[src/rtl/tod_pkg.sv]
package tod_pkg;
  localparam int WORD_W  = 64;
  localparam int ADDR_W  = 3;
  localparam int TIME_W  = 32;
  localparam int N_PATHS = 2;
  localparam int MSG_N   = 6;

  // MSB-first numbering inside the block
  typedef logic [0:WORD_W-1] word_t;

  typedef enum logic [1:0] {
    ST_IDLE   = 2'd0,
    ST_NOTSET = 2'd1,
    ST_RUN    = 2'd2
  } tod_state_e;

  localparam logic [ADDR_W-1:0] A_CTRL   = 3'd0;
  localparam logic [ADDR_W-1:0] A_HALT   = 3'd1;
  localparam logic [ADDR_W-1:0] A_LOAD   = 3'd2;
  localparam logic [ADDR_W-1:0] A_START  = 3'd3;
  localparam logic [ADDR_W-1:0] A_COUNT  = 3'd4;
  localparam logic [ADDR_W-1:0] A_STATUS = 3'd5;
  localparam logic [ADDR_W-1:0] A_ERR    = 3'd6;
  localparam logic [ADDR_W-1:0] A_MASK   = 3'd7;

  localparam int FMT_LO     = 50;
  localparam int FMT_HI     = 62;
  localparam int ERR_STEP0  = 0;
  localparam int ERR_FMT    = 2;
  localparam int ERR_MSG_LO = 38;
endpackage

[src/rtl/tod_core.sv]
module tod_core
  import tod_pkg::*;
(
  input  logic              clk,
  input  logic              rst_n,
  input  logic              halt_req,
  input  logic              start_req,
  input  logic              load_req,
  input  logic              load_fmt_ok,
  input  logic [0:TIME_W-1] load_time,
  input  logic              step,
  output tod_state_e        st_q,
  output word_t             cnt_q,
  output logic              fmt_err
);
  localparam int LOW_W = WORD_W - TIME_W;

  logic not_running;
  assign not_running = (st_q != ST_RUN);

  always_ff @(posedge clk) begin
    if (!rst_n) begin
      st_q <= ST_IDLE;
    end else if (halt_req) begin
      st_q <= ST_NOTSET;
    end else if (start_req && st_q == ST_NOTSET) begin
      st_q <= ST_RUN;
    end
  end

  always_ff @(posedge clk) begin
    if (!rst_n) begin
      cnt_q <= '0;
    end else if (load_req && not_running && load_fmt_ok) begin
      cnt_q <= {load_time, {LOW_W{1'b0}}};
    end else if (!not_running && step) begin
      cnt_q <= word_t'(cnt_q + word_t'(1));
    end
  end

  assign fmt_err = load_req && not_running && !load_fmt_ok;
endmodule

[src/rtl/tod_step_chk.sv]
module tod_step_chk #(
  parameter int WINDOW = 16
) (
  input  logic clk,
  input  logic rst_n,
  input  logic en,
  input  logic running,
  input  logic halted,
  input  logic step,
  output logic chk_err
);
  localparam int CW = (WINDOW > 1) ? $clog2(WINDOW) : 1;
  localparam logic [CW-1:0] LAST = CW'(WINDOW - 1);

  logic [CW-1:0] gap_q;
  logic          expired;

  assign expired = en && running && !step && (gap_q == LAST);

  always_ff @(posedge clk) begin
    if (!rst_n) begin
      gap_q <= '0;
    end else if (!en || !running || step || expired) begin
      gap_q <= '0;
    end else begin
      gap_q <= gap_q + 1'b1;
    end
  end

  assign chk_err = expired || (en && halted && step);
endmodule

[src/rtl/tod_regs.sv]
module tod_regs
  import tod_pkg::*;
(
  input  logic              clk,
  input  logic              rst_n,
  input  logic              bus_wr,
  input  logic [ADDR_W-1:0] bus_addr,
  input  word_t             bus_wdata,
  input  tod_state_e        st,
  input  word_t             cnt,
  input  logic [N_PATHS-1:0] path_err,
  input  logic              fmt_err,
  input  logic [MSG_N-1:0]  msg_rx,
  output logic              halt_req,
  output logic              start_req,
  output logic              load_req,
  output logic              load_fmt_ok,
  output logic [0:TIME_W-1] load_time,
  output logic              chk_en,
  output word_t             err_q,
  output word_t             mask_q,
  output word_t             rdata,
  output logic              irq
);
  word_t err_set, err_clr, impl, status;

  assign halt_req    = bus_wr && bus_addr == A_HALT  && bus_wdata[0];
  assign start_req   = bus_wr && bus_addr == A_START && bus_wdata[0];
  assign load_req    = bus_wr && bus_addr == A_LOAD;
  assign load_fmt_ok = &bus_wdata[FMT_LO:FMT_HI];
  assign load_time   = bus_wdata[0:TIME_W-1];

  always_comb begin
    err_set = '0;
    impl    = '0;
    for (int p = 0; p < N_PATHS; p++) begin
      err_set[ERR_STEP0+p] = path_err[p];
      impl[ERR_STEP0+p]    = 1'b1;
    end
    err_set[ERR_FMT] = fmt_err;
    impl[ERR_FMT]    = 1'b1;
    for (int i = 0; i < MSG_N; i++) begin
      err_set[ERR_MSG_LO+i] = msg_rx[i];
      impl[ERR_MSG_LO+i]    = 1'b1;
    end
  end

  assign err_clr = (bus_wr && bus_addr == A_ERR) ? bus_wdata : '0;

  always_ff @(posedge clk) begin
    if (!rst_n) begin
      err_q  <= '0;
      mask_q <= '0;
      chk_en <= 1'b0;
    end else begin
      err_q <= (err_set | (err_q & ~err_clr)) & impl;
      if (bus_wr && bus_addr == A_MASK) mask_q <= bus_wdata;
      if (bus_wr && bus_addr == A_CTRL) chk_en <= bus_wdata[0];
    end
  end

  always_comb begin
    status        = '0;
    status[0]     = (st == ST_RUN);
    status[62:63] = st;
  end

  always_comb begin
    rdata = '0;
    unique case (bus_addr)
      A_CTRL:   rdata[0] = chk_en;
      A_COUNT:  rdata = cnt;
      A_STATUS: rdata = status;
      A_ERR:    rdata = err_q;
      A_MASK:   rdata = mask_q;
      default:  rdata = '0;
    endcase
  end

  assign irq = |(err_q & ~mask_q);
endmodule

[src/rtl/tod_timer_ctl.sv]
module tod_timer_ctl
  import tod_pkg::*;
#(
  parameter int STEP_WINDOW = 16
) (
  input  logic               clk,
  input  logic               rst_n,
  input  logic               bus_wr,
  input  logic [ADDR_W-1:0]  bus_addr,
  input  logic [WORD_W-1:0]  bus_wdata,
  output logic [WORD_W-1:0]  bus_rdata,
  input  logic [N_PATHS-1:0] step_in,
  input  logic [MSG_N-1:0]   msg_rx,
  output logic               irq
);
  word_t             wdata_w, rdata_w, cnt_w, err_w, mask_w;
  tod_state_e        st_w;
  logic              halt_w, start_w, load_w, fmt_ok_w, fmt_err_w, chk_en_w;
  logic [0:TIME_W-1] ltime_w;
  logic [N_PATHS-1:0] path_err_w;

  assign wdata_w   = bus_wdata;
  assign bus_rdata = rdata_w;

  tod_regs u_regs (
    .clk(clk), .rst_n(rst_n), .bus_wr(bus_wr), .bus_addr(bus_addr),
    .bus_wdata(wdata_w), .st(st_w), .cnt(cnt_w), .path_err(path_err_w),
    .fmt_err(fmt_err_w), .msg_rx(msg_rx), .halt_req(halt_w),
    .start_req(start_w), .load_req(load_w), .load_fmt_ok(fmt_ok_w),
    .load_time(ltime_w), .chk_en(chk_en_w), .err_q(err_w),
    .mask_q(mask_w), .rdata(rdata_w), .irq(irq)
  );

  tod_core u_core (
    .clk(clk), .rst_n(rst_n), .halt_req(halt_w), .start_req(start_w),
    .load_req(load_w), .load_fmt_ok(fmt_ok_w), .load_time(ltime_w),
    .step(step_in[0]), .st_q(st_w), .cnt_q(cnt_w), .fmt_err(fmt_err_w)
  );

  for (genvar p = 0; p < N_PATHS; p++) begin : g_path
    tod_step_chk #(.WINDOW(STEP_WINDOW)) u_chk (
      .clk(clk), .rst_n(rst_n), .en(chk_en_w),
      .running(st_w == ST_RUN), .halted(st_w == ST_NOTSET),
      .step(step_in[p]), .chk_err(path_err_w[p])
    );
  end
endmodule

[config.mk]
export PLATFORM = sky130hd
export DESIGN_NAME = tod_timer_ctl
export DESIGN_NICKNAME = d
export VERILOG_FILES = /design/src/rtl/tod_pkg.sv /design/src/rtl/tod_core.sv /design/src/rtl/tod_step_chk.sv /design/src/rtl/tod_regs.sv /design/src/rtl/tod_timer_ctl.sv
export SDC_FILE = /design/constraint.sdc
export NUM_CORES = 1
export LEC_CHECK = 0
export BUFFER_PORTS_ARGS = -buffer_cell sky130_fd_sc_hd__buf_2
export CORE_MARGIN = 1
export CORE_UTILIZATION = 45
export CTS_CLUSTER_SIZE = 8
export DETAILED_ROUTE_END_ITERATION = 7
export PLACE_DENSITY = 0.67
export RECOVER_POWER = 50
export SYNTH_ARGS = -nofsm -noshare
export SYNTH_HDL_FRONTEND = slang
export SYNTH_SLANG_ARGS = --single-unit
[constraint.sdc]
create_clock -name clk -period 3.4 [get_ports clk]
set_input_delay 0.34 -clock clk [delete_from_list [all_inputs] [get_ports clk]]
set_output_delay 0.34 -clock clk [all_outputs]
set_load 0.02 [all_outputs]
==> summary.txt <==
Status
  – Outcome: finished with violations
  – Failing checks: max-capacitance violations, max-slew violations

Power
  – Lkg Pwr: 3.25 nW
  – Switching power total: 868 uW
  – Clock power share: 0.499
  – Peak VDD IR: 0.000326 V
  – Power Density: 441 nW/um2
  – Combinational power share: 0.051
  – Internal: 3.07 mW
  – Reg power frac: 0.450
  – Net Sw Frac: 0.221

Clock network
  – Post_cts resized: 0
  – Clk_lat worst skew: 430 ps
  – CTS Buffer Depth: 2
  – Hold_buf cts: 0
  – H-tree depth: 4
  – CTS Root Buffer Type: clkbuf_16
  – CTS buffer count: 17
  – CTS sink count: 148
  – Postcts setup bufs: 0
  – CTS tree: built
  – Register clock-pin slew on the reported worst setup and hold paths: 60 ps

Synth
  – Asr flop ratio synth: 0
  – Synth Warn #: 0
  – Cells after Synth: 973
  – Net Count, Synth: 1054
  – Post-synth EDFFs: 0
  – Post-synthesis sequential element count: 148
  – Top FF cell, synth: dfxtp_1
  – Post-Syn Area: 7500 um2
  – Sequential share of the synthesized area: 0.395
  – Syn avg cell area: 7.71 um2
  – Yosys cell types: 60

Global routing
  – Vias in the first global route: 6705
  – Global-route wire length before repair: 34.5 mm
  – Largest net degree at the start of global routing: 58
  – Initial antenna violation count: 0
  – Total grt overflow: 0
  – Total GRT Usage: 0.260

Floorplanning
  – Die Y: 131 um
  – Top Ports: 143
  – Starting Density: 0.467
  – Core Rows: 46
  – Core Region: 16100 um2
  – Die area: 17200 um2
  – Chip width: 131 um

Final layout
  – ANT cells: 0
  – Most frequent cells in the layout: 188 x nand2_1, 148 x dfxtp_1, 121 x buf_2
  – Nets: 1163
  – Area grow syn2layout: 18.9%
  – Share of cells above drive strength 1: 0.164
  – Layout Utilization: 0.555
  – Leading cell type in the layout, fill and taps excluded: nand2_1

Setup path
  – Kind of critical path: input port to output port
  – Data arrival, critical path: 2560 ps
  – Startpoint Class: input port
  – CP max FO: 53
  – Crit. End Element: output port
  – Critical path required time: 3060 ps

Hold path
  – Hold Crit Class: input port to flip-flop

Route
  – Drt initial violations: 583
  – DRT Pass-1 Iters: 5
  – Avg WL per Cell: 16.6 um
  – DR DRC count: 0
  – Via count: 7376
  – Routed WL: 21.7 mm
  – DR vias/cell: 5.63
  – Post-DRT Antenna Nets: 0

STA
  – Tcrit/Tclk final: 0.852
  – Slew margin rel.: -0.801
  – Pins Over Slew Limit: 58
  – Final setup vio count: 0
  – Clock period minus worst slack: 2900 ps
  – TNS Setup: 0 ps
  – Final Hold Fails: 0
  – Worst slew pin tran: 2700 ps
  – Clock skew: 8.44 ps
  – RSZ-0062 raised after global routing: false
  – Fmax: 0.345 GHz

Placement
  – Post-DP HPWL: 15.1 mm
  – Port Buf Inserts: 142
  – RD Place Congestion: 0.818

Run
  – Max-cap viol count: 1
## final timing paths
kind	startpoint	end	slack (ps)	cells after the start
setup / recovery	bus_addr[2]	bus_rdata[30]	500	5
hold / removal	msg_rx[0]	u_regs.err_q[25]	120	3
setup reg to reg	u_core.cnt_q[27]	u_core.cnt_q[59]	660	6
hold reg to reg	g_path[0].u_chk.gap_q[0]	g_path[0].u_chk.gap_q[0]	450	1
## logic make-up (layout without fill, tap and decap cells)
logic type / Yosys count / count (layout) / share of synthesized area
xor gates and xnor gates: 45 / 45 / 0.0526
AOI/OAI and AO/OA: 235 / 235 / 0.202
muxes: 12 / 12 / 0.0192
buffers and inverters: 84 / 205 / 0.0424
and+or+nand+nor: 446 / 446 / 0.283
DFF: 148 / 148 / 0.395
adders and majority gates: 3 / 3 / 0.00501
## per-stage QoR
stage	instance area (um2)	std cells	total power [mW]	hold WS, ps	setup slack (ps)
2_1_floorplan	7500	973	1.91	416	1140
3_3_place_gp	8370	1279	2.01	433	535
3_5_place_dp	8370	1279	2.01	439	486
4_1_cts	8970	1310	3.96	107	697
5_1_grt	8920	1310	4.06	118	222
6_report	8920	1310	3.93	117	502
## power by group through the flow
stage | combinational, mW | clock, mW | sequential [mW]
after floorplan | 0.109 | 0 | 1.80
after global placement | 0.203 | 0 | 1.81
after detailed placement | 0.204 | 0 | 1.81
after CTS | 0.204 | 1.98 | 1.77
after global routing | 0.222 | 2.07 | 1.77
final | 0.202 | 1.96 | 1.77
## sequential cells by signal (all words and copies together), names as in the netlist
register / count
g_path.u_chk.gap_q: 8
u_core.cnt_q: 64
u_core.st_q: 2
u_regs.chk_en: 1
u_regs.err_q: 9
u_regs.mask_q: 64
## cell type report
cell class                 count  area, um2
clock inverter                10        156
clock buffer                  21        450
multi-input combinational    741       4220
sequential                   148       2960
timing repair buffer         156        787
tap                          216        270
inverter                      18       67.6
fill                        1533       7140
## routing by layer
layer | up-vias | GRT usage | wire length [um] | part of all wire
li1 | 3671 | - | - | -
met1 | 3473 | 0.362 | 10500 | 0.48
met2 | 209 | 0.411 | 9820 | 0.45
met3 | 23 | 0.0491 | 1160 | 0.053
met4 | 0 | 0.0663 | 218 | 0.010
met5 | - | 0 | 0 | 0
## synth_stat cells, types with 7 or more instances
master / count / share of area
nand2_1: 188 / 0.094
dfxtp_1: 148 / 0.40
a21oi_1: 103 / 0.069
nor2_1: 73 / 0.037
clkbuf_1: 61 / 0.031
a22o_1: 54 / 0.063
nand3_1: 41 / 0.027
nand4_1: 31 / 0.026
and3_1: 23 / 0.019
nor3_1: 23 / 0.015
o21ai_1: 23 / 0.015
xnor2_1: 23 / 0.027
xor2_1: 22 / 0.026
inv_1: 16 / 0.0080
nor2b_1: 14 / 0.012
a22oi_1: 13 / 0.013
nor4_1: 13 / 0.011
and2_1: 8 / 0.0067
mux2_2: 8 / 0.012
and4_1: 7 / 0.0082
## worst max-delay path, cell delays in order
cell	delay, ps
clkbuf_1	420
and3_2	310
clkbuf_2	900
a22o_1	260
clkbuf_1	240
(Power assumes the default switching activity.)
